--- src/rtl/seg_priv_pkg.sv ---
package seg_priv_pkg;

  typedef enum logic [2:0] {
    OP_LOAD_DATA  = 3'd0,
    OP_LOAD_STACK = 3'd1,
    OP_JUMP       = 3'd2,
    OP_GATE_CALL  = 3'd3,
    OP_IO         = 3'd4
  } opKind_e;

  typedef enum logic [1:0] {
    CLS_DATA    = 2'd0,
    CLS_CONFORM = 2'd1,
    CLS_NONCONF = 2'd2,
    CLS_GATE    = 2'd3
  } segClass_e;

  // Comparison results produced by the datapath for the control
  typedef struct packed {
    logic nullSel;
    logic cplLeDpl;
    logic rplLeDpl;
    logic cplEqDpl;
    logic cplGeDpl;
    logic tgtLeCpl;
    logic tgtLtCpl;
    logic cplLeIopl;
  } cmpFlags_t;

  // Decision strobes produced by the control for the datapath
  typedef struct packed {
    logic allow;
    logic fault;
    logic selCode;
    logic stackSwitch;
    logic takeTarget;
  } ctrlStrobes_t;

endpackage

--- src/rtl/seg_priv_ctrl.sv ---
module seg_priv_ctrl
  import seg_priv_pkg::*;
(
  input  logic [2:0]   opKind,
  input  logic [1:0]   segClass,
  input  cmpFlags_t    flags,
  output ctrlStrobes_t strobes
);

  opKind_e   op;
  segClass_e cls;
  logic      grant;

  assign op  = opKind_e'(opKind);
  assign cls = segClass_e'(segClass);

  always_comb begin
    grant   = 1'b0;
    strobes = '0;
    strobes.selCode = 1'b1;
    case (op)
      OP_LOAD_DATA: begin
        if (flags.nullSel) grant = 1'b1;
        else grant = (cls == CLS_DATA) && flags.cplLeDpl && flags.rplLeDpl;
      end
      OP_LOAD_STACK: begin
        grant = !flags.nullSel && (cls == CLS_DATA) && flags.cplLeDpl && flags.rplLeDpl;
      end
      OP_JUMP: begin
        if (flags.nullSel)             grant = 1'b0;
        else if (cls == CLS_CONFORM)   grant = flags.cplGeDpl;
        else if (cls == CLS_NONCONF)   grant = flags.cplEqDpl;
        else                           grant = 1'b0;
      end
      OP_GATE_CALL: begin
        grant = !flags.nullSel && (cls == CLS_GATE) && flags.cplLeDpl && flags.tgtLeCpl;
        strobes.takeTarget  = grant;
        strobes.stackSwitch = grant && flags.tgtLtCpl;
      end
      OP_IO: begin
        grant = flags.cplLeIopl;
        strobes.selCode = 1'b0;
      end
      default: begin
        grant = 1'b0;
        strobes.selCode = 1'b0;
      end
    endcase
    strobes.allow = grant;
    strobes.fault = !grant;
  end

endmodule

--- src/rtl/seg_priv_dp.sv ---
module seg_priv_dp
  import seg_priv_pkg::*;
#(
  parameter int SEL_W  = 16,
  parameter int PRIV_W = 2
) (
  input  logic               clk,
  input  logic               rstN,
  input  logic               reqValid,
  input  logic [SEL_W-1:0]   selector,
  input  logic [PRIV_W-1:0]  cpl,
  input  logic [PRIV_W-1:0]  descDpl,
  input  logic [PRIV_W-1:0]  targetDpl,
  input  logic [PRIV_W-1:0]  iopl,
  input  ctrlStrobes_t       strobes,
  output cmpFlags_t          flags,
  output logic               rspValid,
  output logic               allow,
  output logic               gpFault,
  output logic [SEL_W-1:0]   errCode,
  output logic               stackSwitch,
  output logic [PRIV_W-1:0]  newCpl
);

  localparam int IDX_W = SEL_W - PRIV_W;

  logic [PRIV_W-1:0] rpl;
  logic [SEL_W-1:0]  selMasked;
  logic [SEL_W-1:0]  codeNext;
  logic [PRIV_W-1:0] cplNext;

  assign rpl       = selector[PRIV_W-1:0];
  assign selMasked = {selector[SEL_W-1:PRIV_W], {PRIV_W{1'b0}}};

  always_comb begin
    flags.nullSel   = (selector[SEL_W-1:PRIV_W] == {IDX_W{1'b0}});
    flags.cplLeDpl  = (cpl <= descDpl);
    flags.rplLeDpl  = (rpl <= descDpl);
    flags.cplEqDpl  = (cpl == descDpl);
    flags.cplGeDpl  = (cpl >= descDpl);
    flags.tgtLeCpl  = (targetDpl <= cpl);
    flags.tgtLtCpl  = (targetDpl < cpl);
    flags.cplLeIopl = (cpl <= iopl);
  end

  assign codeNext = (strobes.fault && strobes.selCode) ? selMasked : '0;
  assign cplNext  = (strobes.allow && strobes.takeTarget) ? targetDpl : cpl;

  always_ff @(posedge clk or negedge rstN) begin
    if (!rstN) begin
      rspValid    <= 1'b0;
      allow       <= 1'b0;
      gpFault     <= 1'b0;
      errCode     <= '0;
      stackSwitch <= 1'b0;
      newCpl      <= '0;
    end else if (reqValid) begin
      rspValid    <= 1'b1;
      allow       <= strobes.allow;
      gpFault     <= strobes.fault;
      errCode     <= codeNext;
      stackSwitch <= strobes.allow && strobes.stackSwitch;
      newCpl      <= cplNext;
    end else begin
      rspValid    <= 1'b0;
      allow       <= 1'b0;
      gpFault     <= 1'b0;
      errCode     <= '0;
      stackSwitch <= 1'b0;
      newCpl      <= '0;
    end
  end

endmodule

--- src/rtl/seg_priv_check.sv ---
module seg_priv_check
  import seg_priv_pkg::*;
#(
  parameter int SEL_W  = 16,
  parameter int PRIV_W = 2
) (
  input  logic              clk,
  input  logic              rstN,
  input  logic              reqValid,
  input  logic [2:0]        opKind,
  input  logic [1:0]        segClass,
  input  logic [SEL_W-1:0]  selector,
  input  logic [PRIV_W-1:0] cpl,
  input  logic [PRIV_W-1:0] descDpl,
  input  logic [PRIV_W-1:0] targetDpl,
  input  logic [PRIV_W-1:0] iopl,
  output logic              rspValid,
  output logic              allow,
  output logic              gpFault,
  output logic [SEL_W-1:0]  errCode,
  output logic              stackSwitch,
  output logic [PRIV_W-1:0] newCpl
);

  cmpFlags_t    flags;
  ctrlStrobes_t strobes;

  seg_priv_ctrl u_ctrl (
    .opKind   (opKind),
    .segClass (segClass),
    .flags    (flags),
    .strobes  (strobes)
  );

  seg_priv_dp #(.SEL_W(SEL_W), .PRIV_W(PRIV_W)) u_dp (
    .clk         (clk),
    .rstN        (rstN),
    .reqValid    (reqValid),
    .selector    (selector),
    .cpl         (cpl),
    .descDpl     (descDpl),
    .targetDpl   (targetDpl),
    .iopl        (iopl),
    .strobes     (strobes),
    .flags       (flags),
    .rspValid    (rspValid),
    .allow       (allow),
    .gpFault     (gpFault),
    .errCode     (errCode),
    .stackSwitch (stackSwitch),
    .newCpl      (newCpl)
  );

endmodule

--- config.mk ---
export PLATFORM = sky130hd
export DESIGN_NAME = seg_priv_check
export DESIGN_NICKNAME = d
export VERILOG_FILES = /design/src/rtl/seg_priv_pkg.sv /design/src/rtl/seg_priv_ctrl.sv /design/src/rtl/seg_priv_dp.sv /design/src/rtl/seg_priv_check.sv
export SDC_FILE = /design/constraint.sdc
export NUM_CORES = 1
export LEC_CHECK = 0
export CAP_MARGIN = 15
export CORE_UTILIZATION = 45
export CTS_BUF_LIST = sky130_fd_sc_hd__clkbuf_8
export CTS_CLUSTER_DIAMETER = 80
export CTS_CLUSTER_SIZE = 20
export DETAILED_ROUTE_END_ITERATION = 12
export PLACE_DENSITY = 0.87
export SETUP_SLACK_MARGIN = 0.02
export SYNTH_ARGS = -nofsm -noshare
export SYNTH_HDL_FRONTEND = slang
export SYNTH_SLANG_ARGS = --single-unit
--- constraint.sdc ---
create_clock -name clk -period 0.99 [get_ports clk]
set_clock_uncertainty 0.1 [all_clocks]
set_input_delay 0.198 -clock clk [delete_from_list [all_inputs] [get_ports clk]]
set_output_delay 0.198 -clock clk [all_outputs]
set_load 0.05 [all_outputs]
==> results of run 1 <==
-- cells in the mapped netlist, drive strengths merged --
master  count
nor2        3
nor4        3
ha          8
o21a        1
o21ai       3
a41oi       1
nand2b      1
conb        1
inv         7
buf         4
dfrtp      20
clkbuf      1
a21oi       2
o41ai       1
o311a       1
nor4b       2
nand2      23
nor2b       4
and3        4
nor3b       1
mux2i       2
nand4       1
nor3       15
-- cell families after synthesis --
| group | share of synthesized area |
|---|---|
| multiplexers | 0.0178 |
| flip-flops | 0.446 |
| adder cells (fa/ha/maj) | 0.0892 |
| AND/OR/NAND/NOR | 0.310 |
| other | 0.00334 |
| buffers and inverters | 0.0569 |
| AO/OA/AOI/OAI | 0.0769 |
-- stage by stage --
stage / cells / setup TNS, ns / area [µm²]
2_1_floorplan: 110 / -10.66 / 1250
3_3_place_gp: 201 / -26.23 / 2100
==> results_tabular.tex, run 1 <==
\begin{tabular}{lr}
\hline
Metric & Value \\
\hline
\multicolumn{2}{l}{\textbf{Status}} \\
Stage where the flow stopped & detailed placement \\
Run status & did not finish \\
First error line in the log & [ERROR DPL-0033] detailed placement checks failed during check placement. \\
\multicolumn{2}{l}{\textbf{Die}} \\
Initial core utilization & 0.493 \\
Number of core rows & 17 \\
Ports placed on the boundary & 54 \\
Die extent in x & about 52 µm \\
Y dimension of the die & 51.9 µm \\
\multicolumn{2}{l}{\textbf{Yosys}} \\
Top area cells in the synthesized netlist & sky130\_fd\_sc\_hd\_\_dfrtp\_1 (45\%), sky130\_fd\_sc\_hd\_\_ha\_1 (8.9\%), sky130\_fd\_sc\_hd\_\_nor3\_2 (8.9\%) \\
Area share of the leading cell type in the synthesized netlist & 0.446 \\
Number of flip-flops and latches in the synthesized netlist & 20 \\
Average footprint of a synthesized cell & 10.3 µm² \\
Top cell type by total area after synthesis & sky130\_fd\_sc\_hd\_\_dfrtp\_1 \\
Share of the yosys chip area belonging to registers & 0.446 \\
Number of unique standard cell types used by synthesis & 26 \\
Warnings, synthesis & 0 \\
Post-synthesis instance area & 1120 µm² \\
Number of instances in the synthesized netlist & 109 \\
\multicolumn{2}{l}{\textbf{Place}} \\
Number of buffer cells added on primary ports & 51 \\
HPWL after detailed placement & roughly 2700 µm \\
Final RePlAce weighted congestion & between 0.8 and 0.9 \\
\hline
\end{tabular}
==> run 2: changes to the inputs <==
--- a/config.mk
+++ b/config.mk
@@ -6,13 +6,9 @@
 export NUM_CORES = 1
 export LEC_CHECK = 0
 export CAP_MARGIN = 15
-export CORE_UTILIZATION = 45
-export CTS_BUF_LIST = sky130_fd_sc_hd__clkbuf_8
-export CTS_CLUSTER_DIAMETER = 80
-export CTS_CLUSTER_SIZE = 20
+export CORE_UTILIZATION = 30
 export DETAILED_ROUTE_END_ITERATION = 12
-export PLACE_DENSITY = 0.87
-export SETUP_SLACK_MARGIN = 0.02
+export PLACE_DENSITY_LB_ADDON = 0.15
 export SYNTH_ARGS = -nofsm -noshare
 export SYNTH_HDL_FRONTEND = slang
 export SYNTH_SLANG_ARGS = --single-unit
==> results_tabular.tex, run 2 <==
\begin{tabular}{lr}
\hline
Metric & Value \\
\hline
\multicolumn{2}{l}{\textbf{Clocking}} \\
Htree depth & 1 \\
TritonCTS clock tree & yes \\
Number of hold-repair buffers added at the cts stage & 0 \\
Number of clock buffers inserted by TritonCTS & 3 \\
Root Buffer Master & sky130\_fd\_sc\_hd\_\_clkbuf\_8 \\
Num Clock Sinks & 20 \\
Number of buffers on the longest clock path & 2 \\
Clock edge transition at the registers on the reported setup and hold paths & 0.06 ns \\
\multicolumn{2}{l}{\textbf{Yosys}} \\
Most common cell in the synthesized netlist & sky130\_fd\_sc\_hd\_\_nand2\_1 \\
Compound-Gate Fraction of Synth Area & 0.0769 \\
Top cell type by total area after synthesis & sky130\_fd\_sc\_hd\_\_dfrtp\_1 \\
Proportion of register bits with asynchronous set or reset after synthesis & 1.00 \\
Average footprint of a synthesized cell & 10.3 µm² \\
Number of synthesized flops with an enable pin & 0 \\
Warnings, synthesis & 0 \\
Top area cells in the synthesized netlist & sky130\_fd\_sc\_hd\_\_dfrtp\_1 (45\%), sky130\_fd\_sc\_hd\_\_ha\_1 (8.9\%), sky130\_fd\_sc\_hd\_\_nor3\_2 (8.9\%) \\
Portion of netlist area occupied by mux cells & 0.0178 \\
Largest family of logic cells by synthesized area & simple AND/OR/NAND/NOR gates \\
Post-synthesis xor/xnor area fraction & 0 \\
Share of the yosys chip area belonging to registers & 0.446 \\
Number of instances in the synthesized netlist & 109 \\
Simple-gate portion of the synthesized area & 0.310 \\
Most used flip-flop cell after synthesis & sky130\_fd\_sc\_hd\_\_dfrtp\_1 \\
Area share of the leading cell type in the synthesized netlist & 0.446 \\
Number of flip-flops and latches in the synthesized netlist & 20 \\
Number of unique standard cell types used by synthesis & 26 \\
Post-synthesis instance area & between 1000 and 1500 µm² \\
Leading post-synthesis cells by instance count & sky130\_fd\_sc\_hd\_\_nand2\_1 (23), sky130\_fd\_sc\_hd\_\_dfrtp\_1 (20), sky130\_fd\_sc\_hd\_\_nor3\_2 (10) \\
Area share of fa/ha/maj cells after synthesis & 0.0892 \\
\multicolumn{2}{l}{\textbf{Worst setup path}} \\
Crit end category & flop \\
Maximum fanout count along the critical path & 8 \\
Slowest library cell on the worst path & sky130\_fd\_sc\_hd\_\_nor4\_4 \\
Critical path's top delay family & buffers and inverters \\
Crit path buffers/inverters & 4 \\
Critical path type & in2reg \\
Data required time at the worst endpoint & 1.06 ns \\
Critical Path Max Stage Delay & 0.28 ns \\
Worst Path Arrival & 1.66 ns \\
Depth of the critical timing path with buffers and inverters included & 9 \\
Cell-by-cell trace of the critical path & buf\_8 > nor4\_4 > a41oi\_2 > buf\_4 > nand4\_1 > o41ai\_4 > buf\_4 > buf\_8 > nor3\_2 \\
Crit path launch type & input pin \\
\multicolumn{2}{l}{\textbf{Die}} \\
Ports placed on the boundary & 54 \\
Number of core rows & 21 \\
Die Area & 3990 µm² \\
Area of the core & around 3500 µm² \\
Y dimension of the die & around 63 µm \\
Initial core utilization & 0.324 \\
Die extent in x & 63.2 µm \\
\multicolumn{2}{l}{\textbf{Layout}} \\
Inserted Diodes & 0 \\
Post-route cell area & 2360 µm² \\
Number of flip-flops under the largest register name & 14 \\
Fraction of final layout cells sized beyond drive strength 1 & 0.604 \\
\# fillers & 279 \\
Layout overhead on the synthesized area & 111\% \\
Most frequent cells in the layout & sky130\_fd\_sc\_hd\_\_buf\_12 (23), sky130\_fd\_sc\_hd\_\_nand2\_1 (22), sky130\_fd\_sc\_hd\_\_dfrtp\_1 (20), sky130\_fd\_sc\_hd\_\_buf\_4 (15), sky130\_fd\_sc\_hd\_\_nor3\_2 (11) \\
Register bank with the most flops & u\_dp.errCode \\
Total Nets Final & 224 \\
Top flop regs & u\_dp.errCode x14, u\_dp.newCpl x2 \\
Core utilization of the finished layout & 0.682 \\
Most common cell after layout, fill and taps aside & sky130\_fd\_sc\_hd\_\_buf\_12 \\
\multicolumn{2}{l}{\textbf{STA}} \\
Max Fclk & 0.629 GHz \\
Part of the cycle the worst path needs & 1.61 \\
Final min period & 1.59 ns \\
Minimum hold slack & 0.0915 ns \\
Final Worst Setup Slack & -0.601 ns \\
Setup tns final & -12.43 ns \\
RSZ-0062 raised after global routing & yes \\
Final count of pins violating max slew & 0 \\
Final-report hold violation count & 0 \\
Number of setup violations in the final report & 39 \\
\multicolumn{2}{l}{\textbf{Worst hold path}} \\
Class of the worst hold path & in2reg \\
Hold depth & 3 \\
Hold EP & u\_dp.errCode[13] \\
Startpoint of the worst hold path & selector[13] \\
\multicolumn{2}{l}{\textbf{Power and ir drop}} \\
Flop pwr share & 0.390 \\
IR drop worst, VDD & 484 µV \\
Switch share & 0.305 \\
Leakage power & about 1.0 nW \\
Overall power after layout & around 2.3 mW \\
Combinational power share & 0.388 \\
Total net switching power & 0.691 mW \\
Clock group share of total power & 0.222 \\
Internal Power & 1.57 mW \\
Cell area power density & 958 nW/µm² \\
\multicolumn{2}{l}{\textbf{Job}} \\
Total of max-cap violations & 0 \\
\multicolumn{2}{l}{\textbf{Place}} \\
Number of buffer cells added on primary ports & just over 50 \\
Post-place instance area & 2150 µm² \\
HPWL after detailed placement & about 2400 µm \\
Final RePlAce weighted congestion & 0.840 \\
\multicolumn{2}{l}{\textbf{Global routing}} \\
Antenna violations before repair & 0 \\
Pin count of the biggest net entering global routing & 21 \\
Overflow after GRT & 0 \\
First-pass GRT wire length & around 5200 µm \\
Via count of the first global-routing pass & roughly 1200 \\
GRT Total Usage & 0.170 \\
\multicolumn{2}{l}{\textbf{Detailed routing}} \\
Drt total wl & 3130 µm \\
Number of detailed-route iterations in the first pass & 4 \\
Drt initial violations & 28 \\
DRC violations left & 0 \\
Total number of vias & 1095 \\
Antenna viol nets, final & 0 \\
Routed len/inst & $\sim$14 µm \\
Post-DR vias/cell & 4.80 \\
\multicolumn{2}{l}{\textbf{Status}} \\
Run status & finished with violations \\
Violated checks & setup timing \\
\hline
\end{tabular}
## run 2: timing repair
item	in CTS	in global routing
setup buffers	5	3
gates resized for setup	122	15
endpoints found under the setup margin	39	39
pin swaps	24	13
## run 2: layer usage
metal	GRT usage	wire, µm	up-vias
met4	0.0698	53	0
met1	0.174	1100	527
met3	0.0254	183	5
li1	-	-	518
met2	0.335	1800	45
met5	0	0	-
## run 2: logic make-up after synthesis
| family | Yosys count |
|---|---|
| buf+inv | 12 |
| simple gates | 57 |
| other cells | 1 |
| compound gates | 9 |
| flops | 20 |
| fa+ha+maj | 8 |
| mux | 2 |
## run 2: stage by stage
| stage | std cells | worst slack, ns |
|---|---|---|
| 2_1_floorplan | 110 | -0.618 |
| 3_3_place_gp | 220 | -1.35 |
| 3_5_place_dp | 220 | -1.37 |
| 4_1_cts | 227 | -0.683 |
| 5_1_grt | 228 | -0.658 |
| 6_report | 228 | -0.601 |
## run 2: area by class of cell
class                      count  area, µm²  area share
sequential                    20        500       0.212
inverter                       7       48.8      0.0206
clock buffer                   3       41.3      0.0175
timing repair buffer          74        922       0.390
tap                           46       57.6      0.0243
multi-input combinational     78        795       0.336
## run 2: how the worst max path moves through the flow
stage / to / slack, ns / startpoint
2_1_floorplan: u_dp.errCode[10] / -0.62 / selector[14]
3_3_place_gp: u_dp.errCode[9] / -1.35 / cpl[1]
3_5_place_dp: u_dp.errCode[4] / -1.37 / cpl[1]
4_1_cts: u_dp.errCode[9] / -0.68 / cpl[1]
5_1_grt: u_dp.errCode[10] / -0.66 / selector[8]
6_report: u_dp.errCode[10] / -0.60 / selector[8]
## run 2: power groups by stage
stage          clock network, mW  logic [mW]  registers (mW)
4_1_cts                    0.513       0.846           0.886
2_1_floorplan                  0       0.230            1.01
3_5_place_dp                   0       0.799           0.901
5_1_grt                    0.549       0.937           0.887
6_report                   0.503       0.878           0.884
3_3_place_gp                   0       0.782           0.899
Note: power is estimated with default switching activity, not from simulation.
==> run 3: changes to the inputs <==
--- a/config.mk
+++ b/config.mk
@@ -6,6 +6,7 @@
 export NUM_CORES = 1
 export LEC_CHECK = 0
 export CAP_MARGIN = 15
+export CORE_MARGIN = 8
 export CORE_UTILIZATION = 30
 export DETAILED_ROUTE_END_ITERATION = 12
 export PLACE_DENSITY_LB_ADDON = 0.15
==> results_tabular.tex, run 3 (synthesized netlist as in run 2, its figures left out) <==
\begin{tabular}{lr}
\hline
Metric & Value \\
\hline
\multicolumn{2}{l}{\textbf{Global routing}} \\
GRT Total Usage & 0.128 \\
Antenna violations before repair & 0 \\
Overflow after GRT & 0 \\
First-pass GRT wire length & 6210 µm \\
Via count of the first global-routing pass & between 1000 and 1500 \\
Pin count of the biggest net entering global routing & 21 \\
\multicolumn{2}{l}{\textbf{STA}} \\
Part of the cycle the worst path needs & 1.67 \\
RSZ-0062 raised after global routing & yes \\
Final-report hold violation count & 0 \\
Max Fclk & $\sim$0.60 GHz \\
Final min period & about 1.7 ns \\
Number of setup violations in the final report & 39 \\
Final Worst Setup Slack & -0.666 ns \\
Final count of pins violating max slew & 0 \\
Setup tns final & -14.00 ns \\
\multicolumn{2}{l}{\textbf{Layout}} \\
Register bank with the most flops & u\_dp.errCode \\
Layout overhead on the synthesized area & 112\% \\
Core utilization of the finished layout & 0.656 \\
Total Nets Final & 223 \\
Most common cell after layout, fill and taps aside & sky130\_fd\_sc\_hd\_\_buf\_12 \\
Most frequent cells in the layout & sky130\_fd\_sc\_hd\_\_buf\_12 (23), sky130\_fd\_sc\_hd\_\_nand2\_1 (21), sky130\_fd\_sc\_hd\_\_dfrtp\_1 (20), sky130\_fd\_sc\_hd\_\_buf\_4 (15), sky130\_fd\_sc\_hd\_\_nor3\_4 (8) \\
Fraction of final layout cells sized beyond drive strength 1 & 0.588 \\
\# fillers & 275 \\
Count of placed standard cells in the final layout, fillers left out & 230 \\
Number of flip-flops under the largest register name & 14 \\
Top flop regs & u\_dp.errCode x14, u\_dp.newCpl x2 \\
Inserted Diodes & 0 \\
\multicolumn{2}{l}{\textbf{Worst hold path}} \\
Startpoint of the worst hold path & selector[4] \\
Class of the worst hold path & in2reg \\
Hold EP & u\_dp.errCode[4] \\
Hold depth & 3 \\
\multicolumn{2}{l}{\textbf{Place}} \\
Number of buffer cells added on primary ports & between 50 and 60 \\
HPWL after detailed placement & $\sim$2700 µm \\
Cell count after placement & 216 \\
Setup Slack @ Placement & -1.57 ns \\
Final RePlAce weighted congestion & 0.756 \\
\multicolumn{2}{l}{\textbf{Die}} \\
Initial core utilization & 0.309 \\
Die Area & 5950 µm² \\
Ports placed on the boundary & 54 \\
Die extent in x & 77.2 µm \\
Y dimension of the die & 77.2 µm \\
Number of core rows & 22 \\
Area of the core & 3630 µm² \\
\multicolumn{2}{l}{\textbf{Power and ir drop}} \\
Leakage power & 1.05 nW \\
Overall power after layout & between 2 and 2.5 mW \\
Cell area power density & 1000 nW/µm² \\
IR drop worst, VDD & 494 µV \\
\multicolumn{2}{l}{\textbf{Clocking}} \\
Number of buffers on the longest clock path & 2 \\
Number of clock buffers inserted by TritonCTS & 3 \\
Root Buffer Master & sky130\_fd\_sc\_hd\_\_clkbuf\_8 \\
Num Clock Sinks & 20 \\
TritonCTS clock tree & yes \\
Clock edge transition at the registers on the reported setup and hold paths & 0.08 ns \\
Number of hold-repair buffers added at the cts stage & 0 \\
Htree depth & 1 \\
\multicolumn{2}{l}{\textbf{Worst setup path}} \\
Worst Path Arrival & $\sim$1.7 ns \\
Cell-by-cell trace of the critical path & buf\_8 > buf\_6 > inv\_6 > ha\_4 > nor2b\_4 > o21ai\_2 > and3\_4 > o311a\_4 > buf\_16 > nor3\_2 \\
Crit path launch type & input pin \\
Crit end category & flop \\
Maximum fanout count along the critical path & 5 \\
Critical path type & in2reg \\
Data required time at the worst endpoint & 1.07 ns \\
Critical Path Max Stage Delay & 0.37 ns \\
Slowest library cell on the worst path & sky130\_fd\_sc\_hd\_\_o311a\_4 \\
\multicolumn{2}{l}{\textbf{Detailed routing}} \\
Routed len/inst & around 16 µm \\
DRC violations left & 0 \\
Antenna viol nets, final & 0 \\
Number of detailed-route iterations in the first pass & 4 \\
Drt initial violations & between 40 and 50 \\
Total number of vias & approximately 1100 \\
Post-DR vias/cell & about 4.8 \\
Drt total wl & approximately 3700 µm \\
\multicolumn{2}{l}{\textbf{Job}} \\
Total of max-cap violations & 0 \\
\multicolumn{2}{l}{\textbf{Status}} \\
Run status & finished with violations \\
Violated checks & setup timing \\
\hline
\end{tabular}
## run 3: worst max-delay path: cells and delay by family
kind	cells	cell delay (ns)
AO/OA/AOI/OAI	2	0.44
adder cells (fa/ha/maj)	1	0.26
buffers and inverters	4	0.37
AND/OR/NAND/NOR	3	0.46
## run 3: routing by layer
| metal | up-vias | part of all wire | track usage |
|---|---|---|---|
| li1 | 518 | - | - |
| met1 | 534 | 0.37 | 0.134 |
| met2 | 38 | 0.56 | 0.242 |
| met3 | 4 | 0.049 | 0.0256 |
| met4 | 0 | 0.015 | 0.0509 |
| met5 | - | 0 | 0 |
## run 3: what timing repair did
action,CTS,global route
endpoints found under the setup margin,39,39
pin swaps,26,8
gates cloned,2,0
resized for setup,92,25
buffers inserted,8,1
## run 3: how the worst max path moves through the flow
stage                  from  slack [ns]                to  cells past startpoint
2_1_floorplan  selector[14]       -0.62  u_dp.errCode[10]                      5
3_3_place_gp   selector[14]       -1.52   u_dp.errCode[3]                      5
3_5_place_dp   selector[14]       -1.57   u_dp.errCode[3]                      5
4_1_cts              cpl[1]       -0.70      u_dp.gpFault                     10
5_1_grt              cpl[1]       -0.72      u_dp.gpFault                     10
6_report             cpl[1]       -0.67   u_dp.errCode[6]                     10
## run 3: power breakdown
group          switching (mW)  internal, mW  total [mW]
Combinational           0.437         0.451       0.888
Clock                   0.264         0.353       0.617
Sequential             0.0308         0.853       0.884
## run 3: final cells by class
class	count	area [µm²]	share of cell area
clock buffers	4	55.1	0.0231
inverters	7	43.8	0.0184
multi-input cells	78	801	0.336
flip-flops and latches	20	500	0.210
well taps	48	60.1	0.0252
repair buffers	73	925	0.388
## run 3: through the flow
| stage | hold slack, ns | area (µm²) |
|---|---|---|
| finish | 0.107 | 2380 |
| floorplan | -0.198 | 1250 |
| global route | 0.104 | 2380 |
| global placement | 0.461 | 2090 |
| detailed placement | 0.455 | 2090 |
| CTS | 0.0968 | 2360 |
